<file path="src/rtl/gpio_irq_pkg.sv">
`timescale 1ns/1ps
package gpio_irq_pkg;
  localparam int unsigned REG_COUNT = 8;

  typedef enum logic [3:0] {
    RIX_DOUT  = 4'd0,
    RIX_DIN   = 4'd1,
    RIX_OE    = 4'd2,
    RIX_ROUTE = 4'd3,
    RIX_IEN   = 4'd4,
    RIX_LVL   = 4'd5,
    RIX_POL   = 4'd6,
    RIX_STAT  = 4'd7
  } reg_ix_e;

  typedef enum logic [1:0] {
    WOP_DIRECT = 2'd0,
    WOP_SET    = 2'd1,
    WOP_CLR    = 2'd2,
    WOP_NONE   = 2'd3
  } wop_e;
endpackage

</file>
<file path="src/rtl/gpio_sync.sv">
`timescale 1ns/1ps
module gpio_sync #(
  parameter int unsigned W      = 32,
  parameter int unsigned STAGES = 2
) (
  input  logic         clk_i,
  input  logic         rst_ni,
  input  logic [W-1:0] d_i,
  output logic [W-1:0] q_o
);
  logic [W-1:0] stg_q [STAGES];

  always_ff @(posedge clk_i or negedge rst_ni) begin
    if (!rst_ni) stg_q[0] <= '0;
    else         stg_q[0] <= d_i;
  end

  for (genvar s = 1; s < STAGES; s++) begin : g_stage
    always_ff @(posedge clk_i or negedge rst_ni) begin
      if (!rst_ni) stg_q[s] <= '0;
      else         stg_q[s] <= stg_q[s-1];
    end
  end

  assign q_o = stg_q[STAGES-1];
endmodule

</file>
<file path="src/rtl/gpio_alias_reg.sv">
`timescale 1ns/1ps
module gpio_alias_reg
  import gpio_irq_pkg::*;
#(
  parameter int unsigned W = 32
) (
  input  logic         clk_i,
  input  logic         rst_ni,
  input  logic         wr_i,
  input  wop_e         op_i,
  input  logic [W-1:0] wdata_i,
  input  logic [W-1:0] hw_set_i,
  output logic [W-1:0] q_o
);
  logic [W-1:0] q_q, nxt;

  always_comb begin
    nxt = q_q;
    if (wr_i) begin
      unique case (op_i)
        WOP_DIRECT: nxt = wdata_i;
        WOP_SET:    nxt = q_q | wdata_i;
        WOP_CLR:    nxt = q_q & ~wdata_i;
        default:    nxt = q_q;
      endcase
    end
    // hardware set wins over any software clear
    nxt = nxt | hw_set_i;
  end

  always_ff @(posedge clk_i or negedge rst_ni) begin
    if (!rst_ni) q_q <= '0;
    else         q_q <= nxt;
  end

  assign q_o = q_q;
endmodule

</file>
<file path="src/rtl/gpio_event_detect.sv">
`timescale 1ns/1ps
module gpio_event_detect #(
  parameter int unsigned W = 32
) (
  input  logic         clk_i,
  input  logic         rst_ni,
  input  logic [W-1:0] sync_i,
  input  logic [W-1:0] lvl_i,
  input  logic [W-1:0] pol_i,
  input  logic [W-1:0] route_i,
  output logic [W-1:0] evt_o
);
  logic [W-1:0] prev_q;

  always_ff @(posedge clk_i or negedge rst_ni) begin
    if (!rst_ni) prev_q <= '0;
    else         prev_q <= sync_i;
  end

  for (genvar p = 0; p < W; p++) begin : g_pin
    logic hit;
    always_comb begin
      if (lvl_i[p])      hit = (sync_i[p] == pol_i[p]);
      else if (pol_i[p]) hit = sync_i[p] & ~prev_q[p];
      else               hit = ~sync_i[p] & prev_q[p];
    end
    assign evt_o[p] = route_i[p] & hit;
  end
endmodule

</file>
<file path="src/rtl/gpio_irq_port.sv">
`timescale 1ns/1ps
module gpio_irq_port
  import gpio_irq_pkg::*;
#(
  parameter int unsigned NPINS = 32,
  parameter int unsigned AW    = 8
) (
  input  logic             clk_i,
  input  logic             rst_ni,
  input  logic [AW-1:0]    addr_i,
  input  logic             we_i,
  input  logic [NPINS-1:0] wdata_i,
  output logic [NPINS-1:0] rdata_o,
  input  logic [NPINS-1:0] pins_i,
  output logic [NPINS-1:0] dout_o,
  output logic [NPINS-1:0] oe_o,
  input  logic             irq_split_i,
  output logic             irq_o,
  output logic             irq_hi_o
);
  localparam int unsigned HALF = NPINS / 2;
  localparam int unsigned IXW  = AW - 4;
  localparam int unsigned RIXW = $clog2(REG_COUNT);

  logic [IXW-1:0]   ix;
  wop_e             wop;
  logic [NPINS-1:0] regs [REG_COUNT];
  logic [NPINS-1:0] din_q, evt;
  logic [NPINS-1:0] route_q, ien_q, lvl_q, pol_q, stat_q, pend;

  assign ix  = addr_i[AW-1:4];
  assign wop = wop_e'(addr_i[3:2]);

  gpio_sync #(.W(NPINS), .STAGES(2)) u_sync (
    .clk_i (clk_i),
    .rst_ni(rst_ni),
    .d_i   (pins_i),
    .q_o   (din_q)
  );

  for (genvar g = 0; g < REG_COUNT; g++) begin : g_reg
    if (g == int'(RIX_DIN)) begin : g_ro
      assign regs[g] = din_q;
    end else begin : g_rw
      logic [NPINS-1:0] hw_set;
      if (g == int'(RIX_STAT)) begin : g_hs
        assign hw_set = evt;
      end else begin : g_nohs
        assign hw_set = '0;
      end
      gpio_alias_reg #(.W(NPINS)) u_reg (
        .clk_i   (clk_i),
        .rst_ni  (rst_ni),
        .wr_i    (we_i && (ix == IXW'(g))),
        .op_i    (wop),
        .wdata_i (wdata_i),
        .hw_set_i(hw_set),
        .q_o     (regs[g])
      );
    end
  end

  assign dout_o  = regs[RIX_DOUT];
  assign oe_o    = regs[RIX_OE];
  assign route_q = regs[RIX_ROUTE];
  assign ien_q   = regs[RIX_IEN];
  assign lvl_q   = regs[RIX_LVL];
  assign pol_q   = regs[RIX_POL];
  assign stat_q  = regs[RIX_STAT];

  gpio_event_detect #(.W(NPINS)) u_det (
    .clk_i  (clk_i),
    .rst_ni (rst_ni),
    .sync_i (din_q),
    .lvl_i  (lvl_q),
    .pol_i  (pol_q),
    .route_i(route_q),
    .evt_o  (evt)
  );

  assign rdata_o = (ix < IXW'(REG_COUNT)) ? regs[ix[RIXW-1:0]] : '0;

  assign pend     = stat_q & ien_q;
  assign irq_o    = irq_split_i ? |pend[HALF-1:0] : |pend;
  assign irq_hi_o = irq_split_i & |pend[NPINS-1:HALF];
endmodule

</file>
<file path="config.mk">
export PLATFORM = sky130hd
export DESIGN_NAME = gpio_irq_port
export DESIGN_NICKNAME = d
export VERILOG_FILES = /design/src/rtl/gpio_irq_pkg.sv /design/src/rtl/gpio_sync.sv /design/src/rtl/gpio_alias_reg.sv /design/src/rtl/gpio_event_detect.sv /design/src/rtl/gpio_irq_port.sv
export SDC_FILE = /design/constraint.sdc
export NUM_CORES = 1
export LEC_CHECK = 0
export BUFFER_PORTS_ARGS = -buffer_cell sky130_fd_sc_hd__buf_2
export CORE_ASPECT_RATIO = 0.5
export CORE_MARGIN = 4
export CORE_UTILIZATION = 62
export DETAILED_ROUTE_END_ITERATION = 8
export PLACE_DENSITY = 0.89
export SYNTH_ARGS = -nofsm -noshare
export SYNTH_HDL_FRONTEND = slang
export SYNTH_HIERARCHICAL = 1
export SYNTH_SLANG_ARGS = --single-unit
</file>
<file path="constraint.sdc">
create_clock -name clk_i -period 3.6 [get_ports clk_i]
set_input_delay 0.18 -clock clk_i [delete_from_list [all_inputs] [get_ports clk_i]]
set_output_delay 0.18 -clock clk_i [all_outputs]
set_load 0.01 [all_outputs]
</file>
==> summary.md, run 1 <==
| Metric | Value |
|---|---|
| Layout Nets | `1645` |
| Area fraction in compound gates after synthesis | `25.1%` |
| Starting DRC count in detailed routing | `1901` |
| Final setup viols | `0` |
| Share of cells above drive strength 1 | `20.9%` |
| HP Class | `input pin to register` |
| Synthesized flop and latch total | `320` |
| Slew @ Worst Pin | `990 ps` |
| CTS tree | `yes` |
| Row Count | `40` |
| Vias in the first global route | `13.5k` |
| Fmax | `0.362 GHz` |
| CTS max path bufs | `3` |
| Post-Synth XOR/XNOR Area | `0%` |
| Max-slew violation count | `0` |
| H-tree Lvls | `1` |
| Largest net degree at the start of global routing | `121` |
| Die Area | `27900 um^2` |
| Period minus WS final | `2760 ps` |
| Max Cap Viol | `0` |
| P per Cell Area | `428 nW/um^2` |
| Setup Skew | `21.0 ps` |
| Post-DP HPWL | `29.7 mm` |
| Grt total ovfl | `0` |
| Area Growth Syn to Fin | `17.4%` |
| Initial antenna violation count | `1` |
| WP data arrival | `2580 ps` |
| Worst reg2reg path depth | `4` |
| Ys Warns | `6` |
| Avg Synthesized Cell Area | `12.6 um^2` |
| Synth Instances | `1237` |
| Port-buffer cells | `171` |
| Period utilization | `76.8%` |
| Global-route wire length before repair | `74.4 mm` |
| Skew-Pair Late Insertion Delay | `570 ps` |
| Crit path launch type | `input pin` |
| Via count | `13.2k` |
| Clock sinks | `320` |
| Multi-input logic area | `7260 um^2` |
| Total track usage | `34.0%` |
| CP Data Required Time | `3420 ps` |
| CTS root buf | `clkbuf_16` |
| Sequential share of the synthesized area | `51.5%` |
| Gpl congestion | `0.883` |
| Fillers | `1537` |
| Num CTS Buffers | `28` |
| First-pass detailed-route iteration total | `6` |
| Simple-Gate Fraction of Synth Area | `5.68%` |
| RSZ-0062 raised after global routing | `no` |
| I/O pin cnt | `174` |
| R2R setup slack | `2410 ps` |
| Max-slew headroom | `33.9%` |
| Synthesized area | `15600 um^2` |
| Die X | `232 um` |
| Final hold violations | `0` |
| DRC violation count after routing | `0` |
| Largest family of logic cells by synthesized area | `compound AO/OA/AOI/OAI gates` |
| Storage cell area | `8010 um^2` |
| Synth Area in Adders | `0%` |
| Post-Route WL | `47.7 mm` |
| Critical path endpoint category | `primary output` |
| Status | `finished, final reports clean` |
| Peak VDD IR | `0.000315 V` |
| Final core occ | `75.1%` |
| Synth unique cells | `30` |
| Die Span Y | `120 um` |
| WL/cell | `24.7 um` |
| Lkg Pwr | `0.00665 uW` |
| Core box area | `24300 um^2` |
| Worst-path maximum fanout | `38` |
| Post-route ant nets | `0` |
| Clk slew on worst S/H paths | `80 ps` |
| Setup TNS Final | `0 ps` |
| Initial Util | `64.0%` |
| Via density per instance | `6.87` |
| Tot Pwr | `7810 uW` |
| WHS Path Cells | `2` |
| Worst Hold Slack | `33.8 ps` |
| CTS resizes | `0` |
| Proportion of synthesized area in mux cells | `11.3%` |
| WS Path Type | `input pin to primary output` |
==> path summary, 6_finish.rpt <==
kind                                        startpoint                          end
hold reg to reg                       u_sync/stg_q[60]               u_sync/q_o[28]
min in group asynchronous                       rst_ni             u_sync/stg_q[35]
setup / recovery                             addr_i[4]                  rdata_o[13]
max in group asynchronous                       rst_ni               u_sync/q_o[21]
hold / removal                             wdata_i[10]  g_reg[5].g_rw.u_reg/q_o[10]
setup reg to reg           g_reg[5].g_rw.u_reg/q_o[28]  g_reg[7].g_rw.u_reg/q_o[28]
==> cells in the final DEF (no fill, tap or decap), types with 5 or more instances in the layout <==
| cell | n |
|---|---|
| a21boi_1 | 32 |
| nand2b_1 | 33 |
| buf_4 | 30 |
| nand3_1 | 32 |
| o21ai_0 | 127 |
| dfrtp_1 | 320 |
| nor2_1 | 69 |
| inv_1 | 7 |
| clkbuf_8 | 5 |
| nor2b_4 | 14 |
| a221o_1 | 224 |
| o21ai_1 | 130 |
| dlygate4sd3_1 | 33 |
| mux4_2 | 64 |
| bufinv_16 | 6 |
| clkbuf_16 | 29 |
| buf_2 | 169 |
| mux2i_1 | 32 |
| conb_1 | 192 |
| a22oi_1 | 8 |
==> report_power, final <==
part	total, uW	internal, uW	switching, uW
registers	3740	3670	68.1
logic	627	208	420
clock network	3440	2010	1430
==> logic make-up after synthesis <==
logic type,Yosys count
AOI/OAI and AO/OA,529
buffers and inverters,133
DFF,320
muxes,96
other,1
and+or+nand+nor,158
==> critical path, cell delays in order <==
cell and delay [ps]:
buf_4 580, buf_4 690, mux4_2 600, mux2i_1 280
nor2_1 60, buf_2 150
==> sequential cells by signal, summed over array words and instances (netlist names) <==
name and count:
u_det/prev_q 32, u_sync/stg_q 32, u_sync/q_o 32, g.g_rw.u_reg/q_o 224
==> metrics by stage <==
stage	instances	instance area, um^2	setup WS [ps]
finish	1928	18300	836
global route	1928	18300	663
CTS	1927	18300	785
detailed placement	1842	16900	796
global placement	1842	16900	835
floorplan	1428	16300	1770
==> final cells by class <==
class / count / share of cell area, %
well taps: 336 / 2.30
inverters: 7 / 0.144
repair buffers: 237 / 8.19
clock buffers: 36 / 4.39
multi-input cells: 975 / 39.8
diodes: 1 / 0.0137
flip-flops and latches: 320 / 43.8
clock inverters: 16 / 1.36
==> layer usage <==
layer / part of all wire, % / global-route usage (%)
met5: 0 / 0
met4: 4.6 / 14.4
met3: 12 / 9.30
met2: 46 / 53.1
met1: 37 / 45.6
==> synthesized netlist by cell type (all sizes together) <==
cell type / number / area (um^2)
inv: 7 / 26.3
nand4: 2 / 12.5
nand2b: 33 / 206
a21boi: 32 / 240
clkbuf: 9 / 33.8
nand3: 32 / 160
nand3b: 1 / 7.51
nor3: 2 / 10.0
o21ai: 257 / 1290
nor2b: 15 / 199
dfrtp: 320 / 8010
a22o: 4 / 35.0
mux2i: 32 / 320
conb: 1 / 3.75
mux4: 64 / 1440
a221o: 224 / 2240
nand2: 1 / 3.75
buf: 117 / 946
a22oi: 8 / 60.1
and4: 1 / 8.76
a221oi: 4 / 35.0
nor2: 69 / 259
nor3b: 1 / 7.51
or3b: 1 / 8.76
==> repair_timing <==
action,4_1_cts,5_1_grt
endpoints found under the hold margin,149,0
endpoints found under the setup margin,0,0
setup buffers,0,0
hold buffers,33,0
Power figures use the tool's default switching activity.
==> run 2, diff against run 1 <==
--- a/config.mk
+++ b/config.mk
@@ -8,9 +8,9 @@
 export BUFFER_PORTS_ARGS = -buffer_cell sky130_fd_sc_hd__buf_2
 export CORE_ASPECT_RATIO = 0.5
 export CORE_MARGIN = 4
-export CORE_UTILIZATION = 62
+export CORE_UTILIZATION = 59
 export DETAILED_ROUTE_END_ITERATION = 8
-export PLACE_DENSITY = 0.89
+export PLACE_DENSITY = 0.85
 export SYNTH_ARGS = -nofsm -noshare
 export SYNTH_HDL_FRONTEND = slang
 export SYNTH_HIERARCHICAL = 1
==> constraint.sdc (replaced) <==
create_clock -name clk_i -period 2.82 [get_ports clk_i]
set_input_delay 0.141 -clock clk_i [delete_from_list [all_inputs] [get_ports clk_i]]
set_output_delay 0.141 -clock clk_i [all_outputs]
set_load 0.01 [all_outputs]
==> run 2 against run 1 <==
Effect of this change:
- cell count increased by 1.2%
- power rose by 24%
- largest cell class unchanged
- design area rose by 0.64%
- core utilization shrank 3.1 points
==> summary.md, run 2 (synthesized netlist as in run 1, its figures left out) <==
| Metric | Value |
|---|---|
| Status | `finished, final reports clean` |
| Fillers | `1708` |
| CTS tree | `yes` |
| Sw Pwr | `2400 uW` |
| Starting DRC count in detailed routing | `1895` |
| Die Area | `29200 um^2` |
| I/O pin cnt | `174` |
| Critical path endpoint category | `primary output` |
| Via count | `13.1k` |
| Slew @ Worst Pin | `1070 ps` |
| First-pass detailed-route iteration total | `9` |
| Final hold violations | `0` |
| Grt total ovfl | `0` |
| RSZ-0062 raised after global routing | `no` |
| H-tree Lvls | `1` |
| Area Growth Syn to Fin | `18.1%` |
| Max-slew violation count | `0` |
| Pre-CTS setup slack | `541 ps` |
| Period minus WS final | `2410 ps` |
| Post-DP HPWL | `30.0 mm` |
| Port-buffer cells | `171` |
| Clk slew on worst S/H paths | `70 ps` |
| Initial Util | `60.9%` |
| Share of cells above drive strength 1 | `21.3%` |
| Layout Nets | `1662` |
| Die Span Y | `123 um` |
| Register share of total power | `49.2%` |
| Post-CTS setup buffers | `0` |
| Post-route ant nets | `0` |
| Lkg Pwr | `0.00670 uW` |
| Worst-path maximum fanout | `3` |
| Internal power | `7300 uW` |
| P per Cell Area | `528 nW/um^2` |
| HP Class | `input pin to register` |
| Via density per instance | `6.72` |
| WL/cell | `24.3 um` |
| CTS max path bufs | `3` |
| DRC violation count after routing | `0` |
| Clock sinks | `320` |
| Num CTS Buffers | `28` |
| Core box area | `25500 um^2` |
| CP Data Required Time | `2680 ps` |
| Global-route wire length before repair | `73.8 mm` |
| WS Path Type | `register to primary output` |
| Largest register FFs | `224` |
| Placed cell areas | `17000 um^2` |
| Worst Hold Slack | `22.0 ps` |
| WP data arrival | `2270 ps` |
| Clock power frac | `42.3%` |
| Sw Ratio | `24.8%` |
| Skew-Pair Late Insertion Delay | `560 ps` |
| Peak VDD IR | `0.000437 V` |
| Vias in the first global route | `13.4k` |
| Largest net degree at the start of global routing | `108` |
| Fmax | `0.414 GHz` |
| Storage cell area | `8010 um^2` |
| Period utilization | `85.6%` |
| Max Cap Viol | `0` |
| Multi-input logic area | `7260 um^2` |
| Commonest non-fill, non-tap cell in the layout | `dfrtp_1` |
| Logic pwr share | `8.5%` |
| Post-Route WL | `47.4 mm` |
| Setup Skew | `7.85 ps` |
| Final setup margin | `406 ps` |
| Max-slew headroom | `28.7%` |
| CTS root buf | `clkbuf_16` |
| Post-route cell area | `18400 um^2` |
| Setup TNS Final | `0 ps` |
| Total track usage | `32.2%` |
| Row Count | `41` |
| Most frequent cells in the layout | `dfrtp_1, a221o_1, conb_1` |
| Gpl congestion | `0.893` |
| Crit path launch type | `register` |
| Die X | `238 um` |
| Final setup viols | `0` |
| Initial antenna violation count | `1` |
| Tot Pwr | `9700 uW` |
run 2: cell count changes in the layout (fill, tap and decap cells not counted), sizes merged:
cell / previous run / this run
bufinv: 6 / 4
buf: 204 / 216
clkinvlp: 3 / 4
dlygate4sd3: 33 / 38
run 2: power by group through the flow:
stage / sequential (uW) / combinational (uW) / clock (uW)
floorplan: 4820 / 408 / 0
global placement: 4850 / 730 / 0
detailed placement: 4860 / 752 / 0
CTS: 4770 / 799 / 4110
global route: 4780 / 889 / 4350
finish: 4780 / 821 / 4100
run 2: timing repair:
item | in CTS | in global routing
gates resized for setup | 0 | 0
hold buffers | 38 | 0
endpoints found under the hold margin | 148 | 0
run 2: area by class of cell:
class / instances / share of cell area [%]
timing repair buffer: 254 / 9.17
sequential: 320 / 43.6
clock buffer: 36 / 4.25
inverter: 7 / 0.143
multi-input combinational: 975 / 39.5
antenna: 1 / 0.0136
tap: 344 / 2.34
clock inverter: 15 / 1.01
run 2: path summary, 6_finish.rpt:
check / startpoint / to / slack [ps] / depth (start not counted)
max: g_reg[7].g_rw.u_reg/q_o[12] / irq_o / 410 / 5
min: wdata_i[14] / g_reg[7].g_rw.u_reg/q_o[14] / 20 / 2
max reg2reg: g_reg[5].g_rw.u_reg/q_o[24] / g_reg[7].g_rw.u_reg/q_o[24] / 1640 / 4
min reg2reg: u_sync/stg_q[57] / u_sync/q_o[25] / 350 / 0
max in group asynchronous: rst_ni / u_sync/stg_q[35] / 1630 / 3
min in group asynchronous: rst_ni / g_reg[0].g_rw.u_reg/q_o[26] / 220 / 2
run 2: metal layers:
metal  vias to the layer above  GRT usage (%)  share of wire [%]
met5                         -              0                  0
li1                       5425              -                  -
met3                       173           7.59                 11
met1                      6650           42.9                 38
met2                       878           52.2                 47
met4                         0           13.0                3.5
run 2: critical path: stages (launching register included):
cell	delay, ps
dfrtp_1	420
a22oi_1	280
nand4_1	140
nor2_1	500
o21ai_0	190
buf_2	180
run 2: metrics by stage:
stage | util [%] | instances
after floorplan | - | 1428
final | 72.0 | 1952
after global routing | 72.0 | 1952
after global placement | 66.7 | 1862
after detailed placement | 66.7 | 1862
after CTS | 72.0 | 1951
==> run 3, diff against run 2 <==
--- a/config.mk
+++ b/config.mk
@@ -11,6 +11,7 @@
 export CORE_UTILIZATION = 59
 export DETAILED_ROUTE_END_ITERATION = 8
 export PLACE_DENSITY = 0.85
+export REMOVE_ABC_BUFFERS = 1
 export SYNTH_ARGS = -nofsm -noshare
 export SYNTH_HDL_FRONTEND = slang
 export SYNTH_HIERARCHICAL = 1
==> run 3 against run 2 <==
Effect of this change:
- maximum frequency shrank 3.4%
- core utilization about the same
- clock power down 3%
- power shrank 1.0%
- count of clock-buffer cells in the layout stayed put
- via count is 2.0% higher
- critical path type unchanged
- largest cell class unchanged
==> summary.md, run 3 (synthesized netlist as in run 1, its figures left out) <==
| Metric | Value |
|---|---|
| CP max-delay cell | `a221oi_1` |
| Grt total ovfl | `0` |
| Via count | `13.4k` |
| Worst-path maximum fanout | `3` |
| RSZ-0062 raised after global routing | `no` |
| Post-route ant nets | `0` |
| Fillers | `1646` |
| DRC violation count after routing | `0` |
| Period utilization | `88.7%` |
| Worst Hold Slack | `20.4 ps` |
| Lkg Pwr | `0.00667 uW` |
| CTS max path bufs | `3` |
| Worst reg2reg path depth | `4` |
| Max-slew violation count | `0` |
| Num CTS Buffers | `29` |
| Sw Pwr | `2430 uW` |
| Period minus WS final | `2500 ps` |
| Clk slew on worst S/H paths | `70 ps` |
| Status | `finished, final reports clean` |
| HP Class | `input pin to register` |
| I/O pin cnt | `174` |
| Max Cap Viol | `0` |
| WL/cell | `25.6 um` |
| Share of cells above drive strength 1 | `20.9%` |
| Vias in the first global route | `13.7k` |
| P per Cell Area | `522 nW/um^2` |
| Worst R2R End | `g_reg[7].g_rw.u_reg/q_o[26]` |
| Slowest stage delay, CP | `440 ps` |
| Critical path endpoint category | `primary output` |
| Fmax | `0.400 GHz` |
| Register share of total power | `49.7%` |
| H-tree Lvls | `1` |
| Setup TNS Final | `0 ps` |
| Crit path launch type | `register` |
| Layout Nets | `1657` |
| Total track usage | `33.9%` |
| Cell Chain, Critical Path | `a22o_1 -> a221oi_1 -> and4_1 -> o21ai_0 -> buf_2` |
| Die X | `238 um` |
| Setup Skew | `11.2 ps` |
| Core box area | `25500 um^2` |
| Initial Util | `60.9%` |
| Post-CTS setup buffers | `0` |
| Via density per instance | `6.87` |
| Most frequent cells in the layout | `dfrtp_1, a221o_1, conb_1` |
| CTS root buf | `clkbuf_16` |
| Die Area | `29200 um^2` |
| Post-DP HPWL | `30.0 mm` |
| Gpl congestion | `0.918` |
| Sw Ratio | `25.3%` |
| Die Span Y | `123 um` |
| Largest net degree at the start of global routing | `94` |
| Initial antenna violation count | `1` |
| Reg2Reg Launch Point | `g_reg[5].g_rw.u_reg/q_o[26]` |
| Worst Setup SP | `g_reg[7].g_rw.u_reg/q_o[26]` |
| Final hold violations | `0` |
| Final setup viols | `0` |
| Crit path capture | `irq_o` |
| Internal power | `7170 uW` |
| Clock sinks | `320` |
| WP data arrival | `2360 ps` |
| Post-Route WL | `49.8 mm` |
| CTS tree | `yes` |
| Logic pwr share | `8.8%` |
| Global-route wire length before repair | `76.8 mm` |
| Row Count | `41` |
| CP Data Required Time | `2680 ps` |
| Peak VDD IR | `0.000435 V` |
| Slew @ Worst Pin | `1280 ps` |
| Clock power frac | `41.5%` |
| WS Path Type | `register to primary output` |
| Starting DRC count in detailed routing | `2311` |
| First-pass detailed-route iteration total | `8` |
| Skew-Pair Late Insertion Delay | `570 ps` |
| R2R setup slack | `1640 ps` |
| Largest register FFs | `224` |
| Commonest non-fill, non-tap cell in the layout | `dfrtp_1` |
| Max-slew headroom | `14.2%` |
| Area Growth Syn to Fin | `18.2%` |
| Port-buffer cells | `171` |
-- run 3: metrics by stage --
stage	instance area [um^2]	utilization, %	total power (uW)	setup WS [ps]	instances
after floorplan	15300	-	5110	1000	1302
after global placement	17000	66.7	5580	532	1853
after detailed placement	17000	66.7	5620	392	1853
after CTS	18400	71.9	9600	428	1944
after global routing	18400	72.0	9900	395	1945
final	18400	72.0	9600	319	1947
-- run 3: per-layer routing --
layer / vias up / wire [um] / global-route usage, %
li1: 5419 / - / -
met1: 6711 / 18600 / 45.8
met2: 1070 / 22800 / 53.6
met3: 185 / 6430 / 9.18
met4: 0 / 1860 / 13.2
met5: - / 0 / 0
-- run 3: repair_timing --
action,in CTS,in global routing
hold endpoints to repair,122,0
resized for setup,0,0
hold buffers,41,0
-- run 3: worst min-delay path by stage --
stage,slack [ps],to,depth (start not counted),from
CTS,3,g_reg[2].g_rw.u_reg/q_o[12],2,wdata_i[12]
global route,30,g_reg[4].g_rw.u_reg/q_o[7],2,wdata_i[7]
detailed placement,130,u_sync/stg_q[46],1,rst_ni
finish,20,g_reg[2].g_rw.u_reg/q_o[12],2,wdata_i[12]
floorplan,-150,g_reg[0].g_rw.u_reg/q_o[0],0,rst_ni
global placement,130,u_sync/stg_q[46],1,rst_ni
-- run 3: area by class of cell --
| type | count | area, um^2 | area share [%] |
|---|---|---|---|
| timing repair buffer | 248 | 1710 | 9.31 |
| multi-input combinational | 975 | 7260 | 39.5 |
| tap | 344 | 430 | 2.34 |
| clock inverter | 14 | 138 | 0.749 |
| inverter | 7 | 26.3 | 0.143 |
| sequential | 320 | 8010 | 43.5 |
| antenna | 3 | 7.51 | 0.0408 |
| clock buffer | 36 | 802 | 4.36 |
-- run 3: power by group through the flow --
stage,Combinational (uW),Clock (uW),Sequential [uW]
after floorplan,273,0,4830
after global placement,737,0,4850
after detailed placement,765,0,4860
after CTS,815,4010,4770
after global routing,907,4210,4780
final,845,3980,4780
-- run 3: critical path: cells and delay by family (launching register included) --
kind,cells,cell delay [ps]
AND/OR/NAND/NOR,1,340
AO/OA/AOI/OAI,3,850
flip-flops,1,410
buffers and inverters,1,180
